===== src/rtl/asram_pkg.sv =====
package asram_pkg;

    typedef enum logic [2:0] {
        ST_IDLE    = 3'd0,
        ST_WSETUP  = 3'd1,
        ST_WPULSE  = 3'd2,
        ST_WHOLD   = 3'd3,
        ST_RACCESS = 3'd4,
        ST_RTURN   = 3'd5
    } phase_e;

    typedef struct packed {
        logic ce_n;
        logic oe_n;
        logic we_n;
        logic dq_oe;
    } strobe_t;

    localparam strobe_t STROBE_QUIET = '{ce_n: 1'b1, oe_n: 1'b1, we_n: 1'b1, dq_oe: 1'b0};

    // nanoseconds to clock cycles, rounded up, never below one cycle
    function automatic int ns2cyc(input int ns, input int period_ns);
        int c;
        c = (ns + period_ns - 1) / period_ns;
        if (c < 1) c = 1;
        return c;
    endfunction

    function automatic int imax(input int a, input int b);
        return (a > b) ? a : b;
    endfunction

endpackage


===== src/rtl/asram_phase_timer.sv =====
module asram_phase_timer #(
    parameter int CW = 3
) (
    input  logic          clk,
    input  logic          rst_n,
    input  logic          load,
    input  logic [CW-1:0] load_val,
    output logic          last
);
    logic [CW-1:0] cnt_d, cnt_q;

    always_comb begin
        cnt_d = cnt_q;
        if (load) begin
            cnt_d = load_val;
        end else if (cnt_q > CW'(1)) begin
            cnt_d = cnt_q - CW'(1);
        end
    end

    always_ff @(posedge clk or negedge rst_n) begin
        if (!rst_n) cnt_q <= CW'(1);
        else        cnt_q <= cnt_d;
    end

    assign last = (cnt_q <= CW'(1));
endmodule


===== src/rtl/asram_strobe_dec.sv =====
module asram_strobe_dec
    import asram_pkg::*;
(
    input  phase_e  phase,
    output strobe_t strb
);
    always_comb begin
        strb = STROBE_QUIET;
        unique case (phase)
            ST_WSETUP: begin
                strb.ce_n = 1'b0;
            end
            ST_WPULSE: begin
                strb.ce_n  = 1'b0;
                strb.we_n  = 1'b0;
                strb.dq_oe = 1'b1;
            end
            ST_WHOLD: begin
                strb.ce_n  = 1'b0;
                strb.dq_oe = 1'b1;
            end
            ST_RACCESS: begin
                strb.ce_n = 1'b0;
                strb.oe_n = 1'b0;
            end
            default: strb = STROBE_QUIET;
        endcase
    end
endmodule


===== src/rtl/asram_rd_capture.sv =====
module asram_rd_capture #(
    parameter int DW = 8
) (
    input  logic          clk,
    input  logic          rst_n,
    input  logic          en,
    input  logic [DW-1:0] din,
    output logic [DW-1:0] dout
);
    logic [DW-1:0] data_d, data_q;

    always_comb begin
        data_d = en ? din : data_q;
    end

    always_ff @(posedge clk or negedge rst_n) begin
        if (!rst_n) data_q <= '0;
        else        data_q <= data_d;
    end

    assign dout = data_q;
endmodule


===== src/rtl/asram_ctrl.sv =====
module asram_ctrl
    import asram_pkg::*;
#(
    parameter int ADDR_W        = 15,
    parameter int DATA_W        = 8,
    parameter int CLK_PERIOD_NS = 5,
    parameter int T_WC_NS       = 15,
    parameter int T_WP_NS       = 10,
    parameter int T_AW_NS       = 10,
    parameter int T_SD_NS       = 9,
    parameter int T_AA_NS       = 15,
    parameter int T_DOE_NS      = 6,
    parameter int T_HZOE_NS     = 7
) (
    input  logic              clk,
    input  logic              rst_n,
    input  logic              req_valid,
    input  logic              req_write,
    input  logic [ADDR_W-1:0] req_addr,
    input  logic [DATA_W-1:0] req_wdata,
    output logic              req_ready,
    output logic              rsp_valid,
    output logic [DATA_W-1:0] rsp_rdata,
    output logic [ADDR_W-1:0] mem_addr,
    output logic              mem_ce_n,
    output logic              mem_oe_n,
    output logic              mem_we_n,
    output logic [DATA_W-1:0] mem_dq_out,
    input  logic [DATA_W-1:0] mem_dq_in,
    output logic              mem_dq_oe
);
    // derived phase lengths in clock cycles
    localparam int SETUP_CYC = 1;
    localparam int WP_CYC    = imax(imax(ns2cyc(T_WP_NS, CLK_PERIOD_NS),
                                         ns2cyc(T_SD_NS, CLK_PERIOD_NS)),
                                    ns2cyc(T_AW_NS, CLK_PERIOD_NS));
    localparam int WC_CYC    = ns2cyc(T_WC_NS, CLK_PERIOD_NS);
    localparam int HOLD_CYC  = imax(1, WC_CYC - SETUP_CYC - WP_CYC);
    localparam int RD_CYC    = imax(ns2cyc(T_AA_NS, CLK_PERIOD_NS),
                                    ns2cyc(T_DOE_NS, CLK_PERIOD_NS));
    localparam int HZ_CYC    = ns2cyc(T_HZOE_NS, CLK_PERIOD_NS);
    localparam int MAX_CYC   = imax(imax(WP_CYC, HOLD_CYC), imax(RD_CYC, HZ_CYC));
    localparam int CW        = $clog2(MAX_CYC + 1);

    typedef struct packed {
        phase_e            phase;
        logic [ADDR_W-1:0] addr;
        logic [DATA_W-1:0] wdata;
        logic              done;
    } ctrl_t;

    ctrl_t         cur_q, nxt_d;
    strobe_t       strb_d, strb_q;
    logic          tmr_load;
    logic [CW-1:0] tmr_val;
    logic          tmr_last;
    logic          cap_en;
    phase_e        nxt_phase;

    asram_phase_timer #(.CW(CW)) u_timer (
        .clk      (clk),
        .rst_n    (rst_n),
        .load     (tmr_load),
        .load_val (tmr_val),
        .last     (tmr_last)
    );

    asram_rd_capture #(.DW(DATA_W)) u_capture (
        .clk   (clk),
        .rst_n (rst_n),
        .en    (cap_en),
        .din   (mem_dq_in),
        .dout  (rsp_rdata)
    );

    assign nxt_phase = nxt_d.phase;

    asram_strobe_dec u_dec (
        .phase (nxt_phase),
        .strb  (strb_d)
    );

    always_comb begin
        nxt_d      = cur_q;
        nxt_d.done = 1'b0;
        tmr_load   = 1'b0;
        tmr_val    = '0;
        cap_en     = 1'b0;
        unique case (cur_q.phase)
            ST_IDLE: begin
                if (req_valid) begin
                    nxt_d.addr  = req_addr;
                    nxt_d.wdata = req_wdata;
                    tmr_load    = 1'b1;
                    if (req_write) begin
                        nxt_d.phase = ST_WSETUP;
                        tmr_val     = CW'(SETUP_CYC);
                    end else begin
                        nxt_d.phase = ST_RACCESS;
                        tmr_val     = CW'(RD_CYC);
                    end
                end
            end
            ST_WSETUP: begin
                if (tmr_last) begin
                    nxt_d.phase = ST_WPULSE;
                    tmr_load    = 1'b1;
                    tmr_val     = CW'(WP_CYC);
                end
            end
            ST_WPULSE: begin
                if (tmr_last) begin
                    nxt_d.phase = ST_WHOLD;
                    tmr_load    = 1'b1;
                    tmr_val     = CW'(HOLD_CYC);
                end
            end
            ST_WHOLD: begin
                if (tmr_last) begin
                    nxt_d.phase = ST_IDLE;
                    nxt_d.done  = 1'b1;
                end
            end
            ST_RACCESS: begin
                if (tmr_last) begin
                    cap_en      = 1'b1;
                    nxt_d.phase = ST_RTURN;
                    tmr_load    = 1'b1;
                    tmr_val     = CW'(HZ_CYC);
                end
            end
            ST_RTURN: begin
                if (tmr_last) begin
                    nxt_d.phase = ST_IDLE;
                    nxt_d.done  = 1'b1;
                end
            end
            default: begin
                nxt_d.phase = ST_IDLE;
            end
        endcase
    end

    always_ff @(posedge clk or negedge rst_n) begin
        if (!rst_n) begin
            cur_q.phase <= ST_IDLE;
            cur_q.addr  <= '0;
            cur_q.wdata <= '0;
            cur_q.done  <= 1'b0;
            strb_q      <= STROBE_QUIET;
        end else begin
            cur_q  <= nxt_d;
            strb_q <= strb_d;
        end
    end

    assign req_ready  = (cur_q.phase == ST_IDLE);
    assign rsp_valid  = cur_q.done;
    assign mem_addr   = cur_q.addr;
    assign mem_dq_out = cur_q.wdata;
    assign mem_ce_n   = strb_q.ce_n;
    assign mem_oe_n   = strb_q.oe_n;
    assign mem_we_n   = strb_q.we_n;
    assign mem_dq_oe  = strb_q.dq_oe;

endmodule


===== config.mk =====
export PLATFORM = sky130hd
export DESIGN_NAME = asram_ctrl
export DESIGN_NICKNAME = d
export VERILOG_FILES = /design/src/rtl/asram_pkg.sv /design/src/rtl/asram_phase_timer.sv /design/src/rtl/asram_strobe_dec.sv /design/src/rtl/asram_rd_capture.sv /design/src/rtl/asram_ctrl.sv
export SDC_FILE = /design/constraint.sdc
export NUM_CORES = 1
export LEC_CHECK = 0
export ABC_AREA = 1
export BUFFER_PORTS_ARGS = -buffer_cell sky130_fd_sc_hd__buf_2
export CORE_AREA = 2 2 69 71
export DETAILED_ROUTE_END_ITERATION = 16
export DIE_AREA = 0 0 71 73
export PLACE_DENSITY_LB_ADDON = 0.1
export SETUP_SLACK_MARGIN = 0.3
export SYNTH_ARGS = -nofsm -noshare
export SYNTH_HDL_FRONTEND = slang
export SYNTH_SLANG_ARGS = --single-unit

===== constraint.sdc =====
create_clock -name clk -period 1.5 [get_ports clk]
set_input_delay 0.3 -clock clk [delete_from_list [all_inputs] [get_ports clk]]
set_output_delay 0.3 -clock clk [all_outputs]
set_load 0.01 [all_outputs]

==> impl_metrics.env <==
export IMPL_rrSetupSlack_ns=0.14
export IMPL_root_buffer="clkbuf_8"
export IMPL_hold_start="req_addr[2]"
export IMPL_grt_overflow=0
export IMPL_cts_max_level=2
export IMPL_synth_flop_cell="dfrtp_1"
export IMPL_layout_drive_gt1_share=0.625
export IMPL_synth_area_per_cell_um2=9.41
export IMPL_ff2ff_path_depth=11
export IMPL_synthArstFlopShare=1.00
export IMPL_fin_crit_sh=0.923
export IMPL_insertion_delay_ns=0.29
export IMPL_diodes=0
export IMPL_syn_to_final_growth_pct=45.2
export IMPL_fp_dieW_um=71
export IMPL_cp_start_kind="flip-flop"
export IMPL_cp_required_ns=1.20
export IMPL_holdWs_ns=0.204
export IMPL_grtUsageTotal=0.153
export IMPL_first_global_vias=1368
export IMPL_max_slew_margin=0.765
export IMPL_drc=0
export IMPL_tightest_slew_ns=0.352
export IMPL_synth_edf_count=0
export IMPL_endpoint_kind="output pin"
export IMPL_cts_buffers=5
export IMPL_netlist_area_um2=1850
export IMPL_finalHoldViolCount=0
export IMPL_r2r_end="mem_ce_n"
export IMPL_std_cell_rows=25
export IMPL_place_gp_congestion=0.750
export IMPL_p_per_area_nw_per_um2=2280
export IMPL_core_um2=4540
export IMPL_setup_violations=0
export IMPL_hold_depth=3
export IMPL_clk_path_buf_depth=2
export IMPL_dieArea_um2=5180
export IMPL_dpl_cell_area_um2=2150
export IMPL_fin_area_um2=2690
export IMPL_initial_utilization=0.409
export IMPL_cellLeakagePower_uw=0.00141
export IMPL_fmaxAchievable_mhz=722
export IMPL_antenna_found_initial=0
export IMPL_ant_nets=0
export IMPL_yosysWarningCount=0
export IMPL_grt_max_degree=28
export IMPL_syn_num_nets=233
export IMPL_holdPathEnd="mem_addr[2]"
export IMPL_synth_seq_cells=41
export IMPL_ys_types=21
export IMPL_fin_tns_setup_ns=0
export IMPL_clkTransAtPathRegs_ns=0.08
export IMPL_fin_worst_skew_ns=0.00473
export IMPL_crit_start="cur_q[25]"
export IMPL_drv_cap=0
export IMPL_routed_wl_mm=4.02
export IMPL_cts_tree="done"
export IMPL_syn_inst=197
export IMPL_post_route_min_period_ns=1.38
export IMPL_ys_top_cells_by_area="dfrtp_1 50%, nand2_1 17%, buf_4 10%, dfstp_2 5.7%, mux2_2 4.9%"
export IMPL_synth_top_area_cell="dfrtp_1"
export IMPL_outcome="complete, no violations"
export IMPL_portBuffers=71
export IMPL_yosysMostFrequentCell="nand2_1"
export IMPL_dp_final_hpwl_mm=2.67
export IMPL_irDropWorstVdd_uv=1000
export IMPL_fin_ws_ns=0.115
export IMPL_rsz0062_at_grt="true"
export IMPL_ys_top_cells_by_count="82 x nand2_1, 37 x dfrtp_1, 25 x buf_4"
export IMPL_via_count=1503
export IMPL_rr_startpoint="u_timer.cnt_q[0]"
export IMPL_nets=307
export IMPL_vias_per_cell=4.61
export IMPL_power_uw=6120
export IMPL_dpl_worst_slack_ns=0.0862
export IMPL_cp_max_fo=2
export IMPL_cts_sinks=41
export IMPL_arrival_ns=1.08
export IMPL_detail_route_iter0_violations=35
export IMPL_netlist_area_leader_share=0.500
export IMPL_wire_per_inst_um=12.3
export IMPL_pin_count=72
export IMPL_ys_seq_area_frac=0.556
export IMPL_worstHoldPathType="in -> reg"
export IMPL_die_h_um=73
export IMPL_firstDrtPassIters=3
export IMPL_path_class="reg -> out"
export IMPL_grt_pass1_wl_mm=6.20
export IMPL_slew_viol_final=0
[layout by cell type (no fill, tap or decap)]
cell	netlist	routed
inv_4	1	1
inv_2	1	5
nand3_4	0	3
dfrtp_1	37	34
clkinv_8	0	1
a31oi_1	1	1
dfstp_2	4	4
dfrtp_2	0	3
ha_4	0	1
nand2_4	1	11
nand3_2	1	3
xor2_1	1	1
o21ai_0	3	3
nand2_2	2	26
nand3_1	6	2
nand2_8	0	2
buf_12	0	2
nand4_1	4	4
buf_16	0	1
buf_6	2	7
nor2_1	3	2
nor2_4	1	2
nand2_1	82	46
inv_1	12	7
mux2_2	8	8
buf_4	25	15
bufinv_16	0	1
buf_2	0	67
clkbuf_8	0	6
clkinvlp_4	0	1
dlygate4sd3_1	0	1
a21oi_1	1	1
[cell families (layout without fill, tap and decap cells)]
group                      Yosys count  after routing  synth area share
AOI/OAI and AO/OA                    5              5            0.0142
xor gates and xnor gates             1              1           0.00473
adders and majority gates            1              1           0.00675
buffers and inverters               41            115             0.143
DFF                                 41             41             0.556
muxes                                8              8            0.0486
and+or+nand+nor                    100            101             0.226
[repair_timing]
item,in CTS,in global routing
hold buffers,1,0
pin swaps,8,32
resized for setup,23,49
setup buffers,14,1
endpoints found under the hold margin,11,0
gates cloned,3,0
setup endpoints to repair,43,45
[critical path, stage by stage, from the launching register on]
cell,delay (ns)
dfrtp_2,0.43
nor2_4,0.13
nand2_2,0.07
inv_2,0.07
buf_6,0.10
[per-stage QoR]
step           cells  utilization
2_1_floorplan    197            -
3_3_place_gp     299        0.475
3_5_place_dp     299        0.475
4_1_cts          325        0.558
5_1_grt          326        0.593
6_report         326        0.593
[where the power goes]
group	internal [uW]	total, uW	leakage [uW]	switching (uW)
Sequential	1670	2020	0.000493	348
Combinational	1540	3180	0.000863	1640
Clock	541	923	0.0000574	382
[metal layers]
metal	track usage	up-vias	wire [um]
met4	0.0566	0	84
met2	0.247	49	1990
met5	0	-	0
met1	0.189	695	1660
met3	0.0566	11	284
li1	-	748	-
[worst max-delay path by stage]
stage,to,cells past startpoint
final,req_ready,4
after global routing,mem_ce_n,11
after CTS,req_ready,4
after detailed placement,u_capture.dout[7],5
after global placement,u_capture.dout[4],5
after floorplan,u_capture.dout[0],6
[flip-flops by register name (all words and copies together) (netlist names)]
signal          flops
mem_addr           15
mem_dq_out          8
u_capture.dout      8
cur_q               3
u_timer.cnt_q       2
mem_ce_n            1
mem_dq_oe           1
mem_oe_n            1
mem_we_n            1
rsp_valid           1
[cell type report]
type	instances	area (um^2)
multi-input combinational	116	797
timing repair buffer	93	604
clock inverter	2	37.5
sequential	41	1030
fill	403	1840
clock buffer	6	82.6
tap	54	67.6
inverter	14	67.6
(Power assumes the default switching activity.)
